==> src/rtl/kww_pkg.sv <==
package kww_pkg;
  localparam logic [7:0]  OFS_CTRL    = 8'h90;
  localparam logic [7:0]  OFS_PRELOAD = 8'h94;
  localparam logic [7:0]  OFS_STATUS  = 8'h98;
  localparam logic [7:0]  OFS_KEY     = 8'h9C;
  localparam logic [7:0]  OFS_COUNT   = 8'hA0;
  localparam logic [7:0]  OFS_REACT   = 8'hA4;
  localparam logic [7:0]  OFS_WINDOW  = 8'hA8;

  localparam logic [31:0] ARM_WORD    = 32'hA98559DA;
  localparam logic [31:0] KEY_FIRST   = 32'h0000E51A;
  localparam logic [31:0] KEY_SECOND  = 32'h0000A35C;

  localparam logic [7:0]  WIN_FULL    = 8'h05;
  localparam logic [7:0]  WIN_HALF    = 8'h50;
  localparam logic [7:0]  REACT_NMI   = 8'h0A;
  localparam logic [7:0]  REACT_RESET = 8'h05;

  localparam int          FLAG_BIT    = 1;
endpackage

==> src/rtl/kww_regs.sv <==
module kww_regs
  import kww_pkg::*;
#(
  parameter int PRELOAD_W = 12,
  parameter int CNT_W     = 25
) (
  input  logic                 clk,
  input  logic                 rst,
  input  logic                 bus_wr,
  input  logic                 bus_rd,
  input  logic [7:0]           bus_addr,
  input  logic [31:0]          bus_wdata,
  input  logic [CNT_W-1:0]     cnt,
  input  logic                 status_flag,
  output logic                 running,
  output logic                 start_pulse,
  output logic [PRELOAD_W-1:0] preload_q,
  output logic                 win_half,
  output logic                 nmi_sel,
  output logic                 key_wr,
  output logic                 sts_clr,
  output logic [31:0]          bus_rdata
);
  logic [7:0]  win_code;
  logic [7:0]  react_code;
  logic        cfg_wr;
  logic [31:0] rd_mux;

  assign cfg_wr      = bus_wr && !running;
  assign start_pulse = cfg_wr && (bus_addr == OFS_CTRL) && (bus_wdata == ARM_WORD);
  assign key_wr      = bus_wr && running && (bus_addr == OFS_KEY);
  assign sts_clr     = bus_wr && (bus_addr == OFS_STATUS) && bus_wdata[FLAG_BIT];
  assign win_half    = (win_code == WIN_HALF);
  assign nmi_sel     = (react_code == REACT_NMI);

  always_ff @(posedge clk) begin
    if (rst) begin
      running    <= 1'b0;
      preload_q  <= '1;
      win_code   <= WIN_FULL;
      react_code <= REACT_RESET;
    end else begin
      if (start_pulse)
        running <= 1'b1;
      if (cfg_wr && bus_addr == OFS_PRELOAD)
        preload_q <= bus_wdata[PRELOAD_W-1:0];
      if (cfg_wr && bus_addr == OFS_WINDOW)
        win_code <= bus_wdata[7:0];
      if (cfg_wr && bus_addr == OFS_REACT)
        react_code <= bus_wdata[7:0];
    end
  end

  always_comb begin
    rd_mux = '0;
    unique case (bus_addr)
      OFS_CTRL:    rd_mux = running ? ARM_WORD : 32'h0;
      OFS_PRELOAD: rd_mux = {{(32-PRELOAD_W){1'b0}}, preload_q};
      OFS_STATUS:  rd_mux[FLAG_BIT] = status_flag;
      OFS_COUNT:   rd_mux = {{(32-CNT_W){1'b0}}, cnt};
      OFS_REACT:   rd_mux = {24'h0, react_code};
      OFS_WINDOW:  rd_mux = {24'h0, win_code};
      default:     rd_mux = '0;
    endcase
  end

  always_ff @(posedge clk) begin
    if (rst)
      bus_rdata <= '0;
    else if (bus_rd)
      bus_rdata <= rd_mux;
  end
endmodule

==> src/rtl/kww_counter.sv <==
module kww_counter #(
  parameter int PRELOAD_W = 12,
  parameter int SHIFT     = 13,
  localparam int CNT_W    = PRELOAD_W + SHIFT
) (
  input  logic                 clk,
  input  logic                 rst,
  input  logic                 running,
  input  logic                 start_pulse,
  input  logic                 svc_ok,
  input  logic [PRELOAD_W-1:0] preload_q,
  input  logic                 win_half,
  output logic [CNT_W-1:0]     cnt,
  output logic                 win_open,
  output logic                 expired,
  output logic                 expire_evt
);
  logic [CNT_W-1:0] start_val;
  logic [CNT_W-1:0] half_val;
  logic             load;

  assign start_val  = {preload_q, {SHIFT{1'b0}}};
  assign half_val   = start_val >> 1;
  assign load       = start_pulse || svc_ok;
  assign win_open   = !win_half || (cnt <= half_val);
  assign expired    = running && (cnt == '0);
  assign expire_evt = running && !load && (cnt == CNT_W'(1));

  always_ff @(posedge clk) begin
    if (rst)
      cnt <= '0;
    else if (load)
      cnt <= start_val;
    else if (running && cnt != '0)
      cnt <= cnt - CNT_W'(1);
  end
endmodule

==> src/rtl/kww_keyseq.sv <==
module kww_keyseq
  import kww_pkg::*;
(
  input  logic        clk,
  input  logic        rst,
  input  logic        key_wr,
  input  logic [31:0] key_data,
  input  logic        expired,
  input  logic        win_open,
  output logic        svc_ok,
  output logic        key_viol
);
  logic armed;
  logic active;
  logic first_ok;
  logic second_hit;

  assign active     = key_wr && !expired;
  assign first_ok   = !armed && (key_data == KEY_FIRST);
  assign second_hit = armed && (key_data == KEY_SECOND);
  assign svc_ok     = active && second_hit && win_open;
  assign key_viol   = active && !first_ok && !svc_ok;

  always_ff @(posedge clk) begin
    if (rst)
      armed <= 1'b0;
    else if (active)
      armed <= first_ok;
  end
endmodule

==> src/rtl/kww_react.sv <==
module kww_react (
  input  logic clk,
  input  logic rst,
  input  logic viol,
  input  logic nmi_sel,
  input  logic sts_clr,
  output logic status_flag,
  output logic rst_req,
  output logic nmi_req
);
  always_ff @(posedge clk) begin
    if (rst) begin
      status_flag <= 1'b0;
      rst_req     <= 1'b0;
      nmi_req     <= 1'b0;
    end else begin
      rst_req <= viol && !nmi_sel;
      if (viol)
        status_flag <= 1'b1;
      else if (sts_clr)
        status_flag <= 1'b0;
      if (viol && nmi_sel)
        nmi_req <= 1'b1;
      else if (sts_clr)
        nmi_req <= 1'b0;
    end
  end
endmodule

==> src/rtl/keyed_window_wdog.sv <==
module keyed_window_wdog #(
  parameter int PRELOAD_W = 12,
  parameter int SHIFT     = 13,
  localparam int CNT_W    = PRELOAD_W + SHIFT
) (
  input  logic        clk,
  input  logic        rst,
  input  logic        bus_wr,
  input  logic        bus_rd,
  input  logic [7:0]  bus_addr,
  input  logic [31:0] bus_wdata,
  output logic [31:0] bus_rdata,
  output logic        rst_req,
  output logic        nmi_req
);
  logic                 running;
  logic                 start_pulse;
  logic [PRELOAD_W-1:0] preload_q;
  logic                 win_half;
  logic                 nmi_sel;
  logic                 key_wr;
  logic                 sts_clr;
  logic [CNT_W-1:0]     cnt;
  logic                 win_open;
  logic                 expired;
  logic                 expire_evt;
  logic                 svc_ok;
  logic                 key_viol;
  logic                 status_flag;
  logic                 viol;

  assign viol = key_viol || expire_evt;

  kww_regs #(.PRELOAD_W(PRELOAD_W), .CNT_W(CNT_W)) u_regs (
    .clk(clk), .rst(rst), .bus_wr(bus_wr), .bus_rd(bus_rd),
    .bus_addr(bus_addr), .bus_wdata(bus_wdata), .cnt(cnt),
    .status_flag(status_flag), .running(running), .start_pulse(start_pulse),
    .preload_q(preload_q), .win_half(win_half), .nmi_sel(nmi_sel),
    .key_wr(key_wr), .sts_clr(sts_clr), .bus_rdata(bus_rdata)
  );

  kww_counter #(.PRELOAD_W(PRELOAD_W), .SHIFT(SHIFT)) u_cnt (
    .clk(clk), .rst(rst), .running(running), .start_pulse(start_pulse),
    .svc_ok(svc_ok), .preload_q(preload_q), .win_half(win_half),
    .cnt(cnt), .win_open(win_open), .expired(expired), .expire_evt(expire_evt)
  );

  kww_keyseq u_key (
    .clk(clk), .rst(rst), .key_wr(key_wr), .key_data(bus_wdata),
    .expired(expired), .win_open(win_open), .svc_ok(svc_ok), .key_viol(key_viol)
  );

  kww_react u_react (
    .clk(clk), .rst(rst), .viol(viol), .nmi_sel(nmi_sel), .sts_clr(sts_clr),
    .status_flag(status_flag), .rst_req(rst_req), .nmi_req(nmi_req)
  );
endmodule

==> config.mk <==
export PLATFORM = sky130hd
export DESIGN_NAME = keyed_window_wdog
export DESIGN_NICKNAME = d
export VERILOG_FILES = /design/src/rtl/kww_pkg.sv /design/src/rtl/kww_regs.sv /design/src/rtl/kww_counter.sv /design/src/rtl/kww_keyseq.sv /design/src/rtl/kww_react.sv /design/src/rtl/keyed_window_wdog.sv
export SDC_FILE = /design/constraint.sdc
export NUM_CORES = 1
export LEC_CHECK = 0
export CORE_MARGIN = 2
export CORE_UTILIZATION = 57
export CTS_CLUSTER_DIAMETER = 50
export DETAILED_ROUTE_END_ITERATION = 7
export PLACE_DENSITY = 0.95
export SLEW_MARGIN = 30
export SYNTH_ARGS = -nofsm -noshare
export SYNTH_HDL_FRONTEND = slang
export SYNTH_SLANG_ARGS = --single-unit
==> constraint.sdc <==
create_clock -name clk -period 7.2 [get_ports clk]
set_clock_uncertainty 0.1 [all_clocks]
set_input_delay 2.16 -clock clk [delete_from_list [all_inputs] [get_ports clk]]
set_output_delay 2.16 -clock clk [all_outputs]
set_load 0.005 [all_outputs]
# [Word level (Yosys, flattened, before mapping)]
# Index checks and enable logic that the tools add are counted.
[classes] add_sub_neg=1 n_lt_le_gt_ge=1 eq_ne=13 mux=9 n_reduce_logical=40
[op_table] op="$pmux 30 s5" count=1
[op_table] op="$eq 32x16->1 const B" count=2
[op_table] op="$eq 8x8->1 const B" count=7
[op_table] op="$mux 25" count=2
[op_table] op="$eq 32x32->1 const B" count=1
[op_table] op="$mux 32" count=1
[op_table] op="$eq 25x1->1 const B" count=1
[op_table] op="$le 25x24->1" count=1
[op_table] op="$logic_not 25->1" count=1
[op_table] op="$reduce_bool 25->1" count=1
[op_table] op="$sub 25x1->25 const B" count=1
[op_table] op="$logic_and 1x1->1" count=23
[op_table] op="$eq 8x4->1 const B" count=1
[op_table] op="$eq 8x7->1 const B" count=1
[op_table] op="$logic_not 1->1" count=8
[op_table] op="$pmux 1 s6" count=1
[op_table] op="$reduce_bool 2->1" count=3
[op_table] op="$pmux 1 s5" count=1
[op_table] op="$logic_or 1x1->1" count=3
[op_table] op="$mux 1" count=3
[op_table] op="$reduce_or 2->1" count=1
[word_totals] register_bits=90 input_bits=44 output_inout_bits=34

# [Longest topological paths before layout]
# Gate-level depths: netlist of the first run.
[logic_depth] word_depth=13 ltp_mapped=9 mapped_depth_nobuf=8

# [By module]
# From an unflattened synthesis of the first run, not the netlist that was laid out.
[hier_totals] hier_cells=564 area_unflattened_um2=4948.5
[modules_own_cells] module="kww_regs" n_inst=1 cells_each=314 area_per_inst_um2=2812.7 seq_area_each_um2=1101.1
[modules_own_cells] module="kww_counter" n_inst=1 cells_each=216 area_per_inst_um2=1840.5 seq_area_each_um2=500.5
[modules_own_cells] module="kww_keyseq" n_inst=1 cells_each=23 area_per_inst_um2=188.9 seq_area_each_um2=20.0
[modules_own_cells] module="kww_react" n_inst=1 cells_each=10 area_per_inst_um2=100.1 seq_area_each_um2=60.1
[modules_own_cells] module="keyed_window_wdog" n_inst=1 cells_each=1 area_per_inst_um2=6.3 seq_area_each_um2=0.0

# [Least setup slack after synthesis of the first run]
# OpenSTA, ideal clock, no wires.
[synth_path] kind="input -> register" from="input bus_addr[3]" to="register u_cnt.cnt[15]" arrival_ps=3948 required_ps=6981 path_slack_ps=3033 cell_stages=8 cell_sequence="clkbuf_1 -> or3b_2 -> nor3b_1 -> nand2_1 -> nor3_1 -> a21oi_1 -> buf_2 -> o221a_2"
[synth_via] elab_chain_cells=7 word_cells_on_any_way=11 cone_classes="2 x eq/ne; 1 x mux; 8 x reduce/logical"
[synth_lines] item="start: declaration" line="keyed_window_wdog.sv:10" source="input logic [7:0] bus_addr,"
[synth_lines] item="$eq 8x8->1" line="kww_regs.sv:31" source="assign key_wr = bus_wr && running && (bus_addr == OFS_KEY);"
[synth_lines] item="$logic_and 1x1->1" line="kww_regs.sv:31"
[synth_lines] item="$logic_and 1x1->1" line="kww_keyseq.sv:18" source="assign active = key_wr && !expired;"
[synth_lines] item="$logic_and 1x1->1 (2 in series)" line="kww_keyseq.sv:21" source="assign svc_ok = active && second_hit && win_open;"
[synth_lines] item="$logic_or 1x1->1 (*)" line="kww_counter.sv:24" source="assign load = start_pulse || svc_ok;"
[synth_lines] item="$mux 25 or $reduce_bool 2->1 (tied branches)"
[synth_lines] item="end signal: assignment" line="kww_counter.sv:33" source="cnt <= start_val;"
[synth_lines] item="end signal: assignment" line="kww_counter.sv:35" source="cnt <= cnt - CNT_W'(1);"
[synth_lines] item="end: declaration" line="kww_counter.sv:13" source="output logic [CNT_W-1:0] cnt,"
# Mark *: on every way between the ends. The rest lies on a longest branch, timed or not.
# A chain may end at the register's enable or synchronous reset.

# [Worst setup path after layout of the first run]
[layout_path] from="input bus_addr[3]" to="register u_regs.bus_rdata[4]"
[layout_via] elab_chain_cells=2 word_cells_on_any_way=6 cone_classes="5 x eq/ne; 1 x mux"
[layout_lines] item="$eq 8x8->1" line="kww_regs.sv:56" source="unique case (bus_addr)"
[layout_lines] item="$pmux 30 s5 (*)" line="kww_regs.sv:56"
[layout_lines] item="end signal: assignment" line="kww_regs.sv:71" source="bus_rdata <= rd_mux;"
[layout_lines] item="end: declaration" line="kww_regs.sv:22" source="output logic [31:0] bus_rdata"
# Marked as above.

==> impl_metrics.ini, run 1 <==
[sta]
timing.final.max_slew_violations = 0
fin_crit_sh = 0.697
setup_tns_ns = 0
period_minus_slack_ns = 5.02
setup_viol = 0
slew_headroom = 0.349
setup_slack_ns = 2.18
hold_violations = 0
max_freq_ghz = 0.199
worst_pin_slew_ns = 0.976
hold_slack_ns = 0.367
rsz0062_at_grt = false

[drt]
viasPerCell = 6.38
drt_first_pass_iters = 5
routedWlPerCell_um = 19.2
drtIter0Drc = 400
dr_total_vias = 4295
detail-route-antenna-nets = 0
drt_wl_total_um = 13000
drcViolationCount = 0

[power]
cellLeakagePower_nw = 1.97
totalPowerFinal_mw = 0.827
powerDensity_mw_per_mm2 = 156
peakVddDrop_v = 0.000123

[setup_path]
endpoint = u_regs.bus_rdata[4]
cpLargestDelayFamily = simple AND/OR/NAND/NOR gates
slowest_stage = and2_0
r2r_end = u_cnt.cnt[1]
startpoint = bus_addr[3]
cp-end-kind = flop
timing.rr.start = u_regs.running
crit_type = in -> reg
timing.critical_path.buf_inv = 1
worstPathArrival_ns = 5.21
cp_common_cell = a21oi_1
r2r_slack_ns = 4.04
cp_num_cells = 7
cp-start-kind = input pin
path_max_fanout = 16
required_ns = 7.39
critical-path-max-stage-delay_ns = 0.77
r2r_cells = 6
path_cells = clkdlybuf4s50_1 > or3b_2 > nor3b_1 > and2_0 > a21oi_1 > a21o_1 > a21oi_1

[layout]
fillers = 558
stdcell_area_mm2 = 0.00531
fin_util = 0.724
final_nets = 629
diodes = 0
fin_cells = 673
drive_above_1_share = 0.0749
synthToLayoutAreaGrowth_pct = 21.3

[synthesis]
netlist_area_mm2 = 0.00438
yosysSeqAreaShare = 0.384
synth_edf_count = 0
synthFlopType = dfxtp_1
async_reset_ff_frac = 0
synth_cells = 515
yosysUniqueCellTypes = 61
ys_seq_elements = 84
ys_warn_count = 0
synth.avg_cell_area_um2 = 8.50

[cts]
cts_tree = yes
cts_inserted_buffers = 9
cts_setup_buffers = 0
clock_path_buffers = 2
cts.sinks = 84
htreeDepth = 3
ctsHoldBuffers = 0
clock_latency_ns = 0.36
cts-root-buf = clkbuf_8
cts_resized = 0
cts.clk_slew.worst_paths_ns = 0.09

[placed_design]
place_area_mm2 = 0.00513
hpwl_um = 9470
place_ws_ns = 1.87
dp.cells = 657
io_buffer_count = 73
gp_congestion = 0.985

[die]
rows = 31
die_h_um = 91.6
initial_core_util = 0.597
die_area_mm2 = 0.00840
ios = 78
die_w_um = 91.6
core_mm2 = 0.00733

[grt]
grt_max_degree = 43
antenna_found_initial = 0
grt_usage = 0.315
overflow = 0
grt_pass1_wl_um = 20800
grt_pass1_vias = 4093

[run]
cap_violations = 0

[status]
status = complete, no violations

[hold_path]
hp-class = reg -> reg
## final cells by class
type / instances / area (µm²) / share of cell area
multi-input cells: 381 / 2510 / 0.473
flip-flops and latches: 84 / 1680 / 0.317
repair buffers: 76 / 757 / 0.143
clock buffers: 11 / 141 / 0.0266
well taps: 99 / 124 / 0.0233
inverters: 18 / 67.6 / 0.0127
clock inverters: 4 / 26.3 / 0.00495
## worst reg2reg max path: stages (launching register included)
cell	delay (ns)
dfxtp_1	0.48
nor2b_1	0.79
nand3b_1	0.13
or4_1	0.57
nor3_1	0.42
a211o_1	0.44
a311oi_1	0.09
## placed cells by master, fill, tap and decap left out, drive strengths merged, types with 5 or more instances in the layout
cell	instances
a2bb2oi	12
dfxtp	84
nand2	49
clkdlybuf4s50	73
a22oi	8
a21o	6
o21ai	6
nand4	12
ha	15
nor4bb	5
inv	18
and2	5
xnor2	13
o221a	12
clkbuf	11
a21oi	34
or4	5
nor4	12
nor3	12
mux2i	11
xor2	9
o211ai	14
nand3	26
mux2	5
nand4b	5
nor2	56
## power breakdown
group	switching [mW]	internal, mW	total, mW
clock network	0.170	0.132	0.303
registers	0.000705	0.465	0.466
logic	0.0297	0.0290	0.0586
## state kept, by name, summed over array words and instances (netlist names)
name,count
u_regs.bus_rdata,26
u_react.status_flag,1
u_react.rst_req,1
u_regs.preload_q,12
u_cnt.cnt,25
u_key.armed,1
u_regs.win_code,8
u_regs.running,1
u_regs.react_code,8
u_react.nmi_req,1
## cells by family after synthesis
| group | synth area share |
|---|---|
| and+or+nand+nor | 0.251 |
| AOI/OAI and AO/OA | 0.186 |
| DFF | 0.384 |
| buffers and inverters | 0.0520 |
| xor gates and xnor gates | 0.0440 |
| muxes | 0.0389 |
| adders and majority gates | 0.0429 |
| other | 0.000857 |
## worst min path at each step
stage                     cells after the start  slack, ns            startpoint              endpoint
after global routing                          2       0.39  u_regs.bus_rdata[15]  u_regs.bus_rdata[15]
after CTS                                     2       0.37   u_regs.bus_rdata[7]   u_regs.bus_rdata[7]
after global placement                        2       0.34       u_react.nmi_req       u_react.nmi_req
after floorplan                               2       0.33   u_react.status_flag   u_react.status_flag
after detailed placement                      2       0.36   u_regs.bus_rdata[7]   u_regs.bus_rdata[7]
final                                         2       0.37  u_regs.bus_rdata[19]  u_regs.bus_rdata[19]
## metal layers
layer	vias to the layer above	routed length, µm	GRT usage
li1	1977	-	-
met2	208	6390	0.537
met1	2074	5310	0.402
met4	0	275	0.101
met3	36	977	0.0583
met5	-	0	0
## synthesized netlist by cell type, drive strengths merged, types with 2 or more instances
library cell / instances / area [µm²]
a21boi: 2 / 15.0
a21o: 6 / 45.0
a21oi: 34 / 170
a221oi: 4 / 35.0
a22oi: 8 / 60.1
a2bb2oi: 12 / 105
a311oi: 2 / 17.5
and2: 5 / 31.3
and3: 3 / 18.8
buf: 12 / 73.8
clkbuf: 23 / 86.3
dfxtp: 84 / 1680
ha: 15 / 188
inv: 18 / 67.6
mux2: 5 / 60.1
mux2i: 11 / 110
nand2: 49 / 184
nand2b: 4 / 25.0
nand3: 26 / 130
nand3b: 2 / 15.0
nand4: 12 / 75.1
nand4b: 5 / 43.8
nor2: 56 / 210
nor2b: 4 / 25.0
nor3: 12 / 76.3
nor3b: 3 / 22.5
nor4: 12 / 75.1
nor4b: 3 / 26.3
nor4bb: 5 / 50.1
o211ai: 14 / 105
o21ai: 6 / 30.0
o221a: 12 / 135
or3b: 2 / 17.5
or4: 5 / 41.3
xnor2: 13 / 114
xor2: 9 / 78.8
Power figures use the tool's default switching activity.
==> run 2, diff against run 1 <==
--- a/config.mk
+++ b/config.mk
@@ -6,10 +6,10 @@
 export NUM_CORES = 1
 export LEC_CHECK = 0
 export CORE_MARGIN = 2
-export CORE_UTILIZATION = 57
+export CORE_UTILIZATION = 48
 export CTS_CLUSTER_DIAMETER = 50
 export DETAILED_ROUTE_END_ITERATION = 7
-export PLACE_DENSITY = 0.95
+export PLACE_DENSITY = 0.89
 export SLEW_MARGIN = 30
 export SYNTH_ARGS = -nofsm -noshare
 export SYNTH_HDL_FRONTEND = slang
==> constraint.sdc (replaced) <==
create_clock -name clk -period 4.4 [get_ports clk]
set_clock_uncertainty 0.1 [all_clocks]
set_input_delay 1.32 -clock clk [delete_from_list [all_inputs] [get_ports clk]]
set_output_delay 1.32 -clock clk [all_outputs]
set_load 0.005 [all_outputs]
==> impl_metrics.ini, run 2 (synthesis gave the netlist of run 1 again) <==
[die]
core_mm2 = 0.00876
ios = 78
die_area_mm2 = 0.00990
rows = 34
die_w_um = 99.5
initial_core_util = 0.500
die_h_um = 99.5

[cts]
clock_latency_ns = 0.37
cts.sinks = 84
cts_tree = yes
cts_resized = 0
htreeDepth = 3
cts_setup_buffers = 0
clock_path_buffers = 2
cts-root-buf = clkbuf_8
cts.clk_slew.worst_paths_ns = 0.09
cts_inserted_buffers = 9
ctsHoldBuffers = 0

[layout]
largest-register = u_regs.bus_rdata
fin_util = 0.619
final_nets = 638
final_common_cell = dfxtp_1
final_cell_mix = 84 x dfxtp_1, 73 x clkdlybuf4s50_1, 56 x nor2_1
stdcell_area_mm2 = 0.00543
drive_above_1_share = 0.0908
diodes = 0
top_regs = u_regs.bus_rdata x26, u_cnt.cnt x25, u_regs.preload_q x12
largest_reg_flops = 26
synthToLayoutAreaGrowth_pct = 23.9
fin_cells = 692

[run]
cap_violations = 0

[drt]
routedWlPerCell_um = 18.5
drt_first_pass_iters = 7
wirelength_met1_um = 5050
route.top_layer_used = met4
viasPerCell = 6.28
drcViolationCount = 0
drtIter0Drc = 357
dr_total_vias = 4345
detail-route-antenna-nets = 0
dr_wl_met2_um = 6200
dr_wl_met3_um = 1100
drt_wl_total_um = 12800

[sta]
max_freq_ghz = 0.278
rsz0062_at_grt = false
setup_tns_ns = 0
hold_slack_ns = 0.368
fin_crit_sh = 0.816
worst_pin_slew_ns = 0.985
hold_violations = 0
setup_viol = 0
setup_slack_ns = 0.809
slew_headroom = 0.339
period_minus_slack_ns = 3.59
timing.final.max_slew_violations = 0

[setup_path]
path_cells = clkdlybuf4s50_1 > or3b_2 > nor3b_1 > buf_4 > nand2_1 > nor3_1 > a211o_1 > a311oi_1
slowest_stage = clkdlybuf4s50_1
required_ns = 4.52
critical-path-max-stage-delay_ns = 0.52
startpoint = bus_addr[3]
worstPathArrival_ns = 3.71
cp-end-kind = flop
r2r_cells = 8
timing.rr.start = u_regs.preload_q[10]
crit_type = in -> reg
path_max_fanout = 13
cp-start-kind = input pin

[placed_design]
gp_congestion = 0.940
place_area_mm2 = 0.00519
hpwl_um = 9500
place_ws_ns = 0.384
dp.cells = 676
io_buffer_count = 73

[grt]
grt_pass1_vias = 4127
overflow = 0
grt_usage = 0.260
antenna_found_initial = 0
grt_max_degree = 42
grt_pass1_wl_um = 20300

[hold_path]
hp-start = u_regs.bus_rdata[17]
hold_depth = 2
hp-class = reg -> reg

[power]
totalPowerFinal_mw = 1.50
peakVddDrop_v = 0.000149
powerDensity_mw_per_mm2 = 276
cellLeakagePower_nw = 2.03

[status]
status = complete, no violations
-- run 2: cell count changes in the layout (fill, tap and decap cells not counted), sizes merged --
cell | previous run | this run
clkbuf | 11 | 9
clkinv | 3 | 2
bufinv | 0 | 2
inv | 18 | 20
buf | 3 | 12
-- run 2: final timing paths --
check / slack (ns) / end
worst min register to register: 0.37 / u_regs.bus_rdata[17]
worst min-delay path: 0.37 / u_regs.bus_rdata[17]
worst max register to register: 1.66 / u_cnt.cnt[16]
worst max-delay path: 0.81 / u_cnt.cnt[1]
-- run 2: critical path, delay by kind of cell --
family / cells / cell delay [ns]
simple gates: 4 / 1.16
buf+inv: 2 / 0.68
compound gates: 2 / 0.54
-- run 2: per-layer routing --
metal | global-route usage | vias up
li1 | - | 2000
met1 | 0.325 | 2056
met2 | 0.443 | 242
met3 | 0.0520 | 47
met4 | 0.0969 | 0
met5 | 0 | -
-- run 2: cell type report --
type,instances,area [µm²]
Clock buffer,9,124
Clock inverter,7,105
Fill cell,720,3340
Inverter,18,67.6
Multi-Input combinational cell,381,2490
Sequential cell,84,1680
Tap cell,108,135
Timing Repair Buffer,85,821
-- run 2: where the power goes --
part	internal [mW]	switching, mW
clock network	0.329	0.310
logic	0.0492	0.0490
registers	0.761	0.000991
total	1.14	0.360
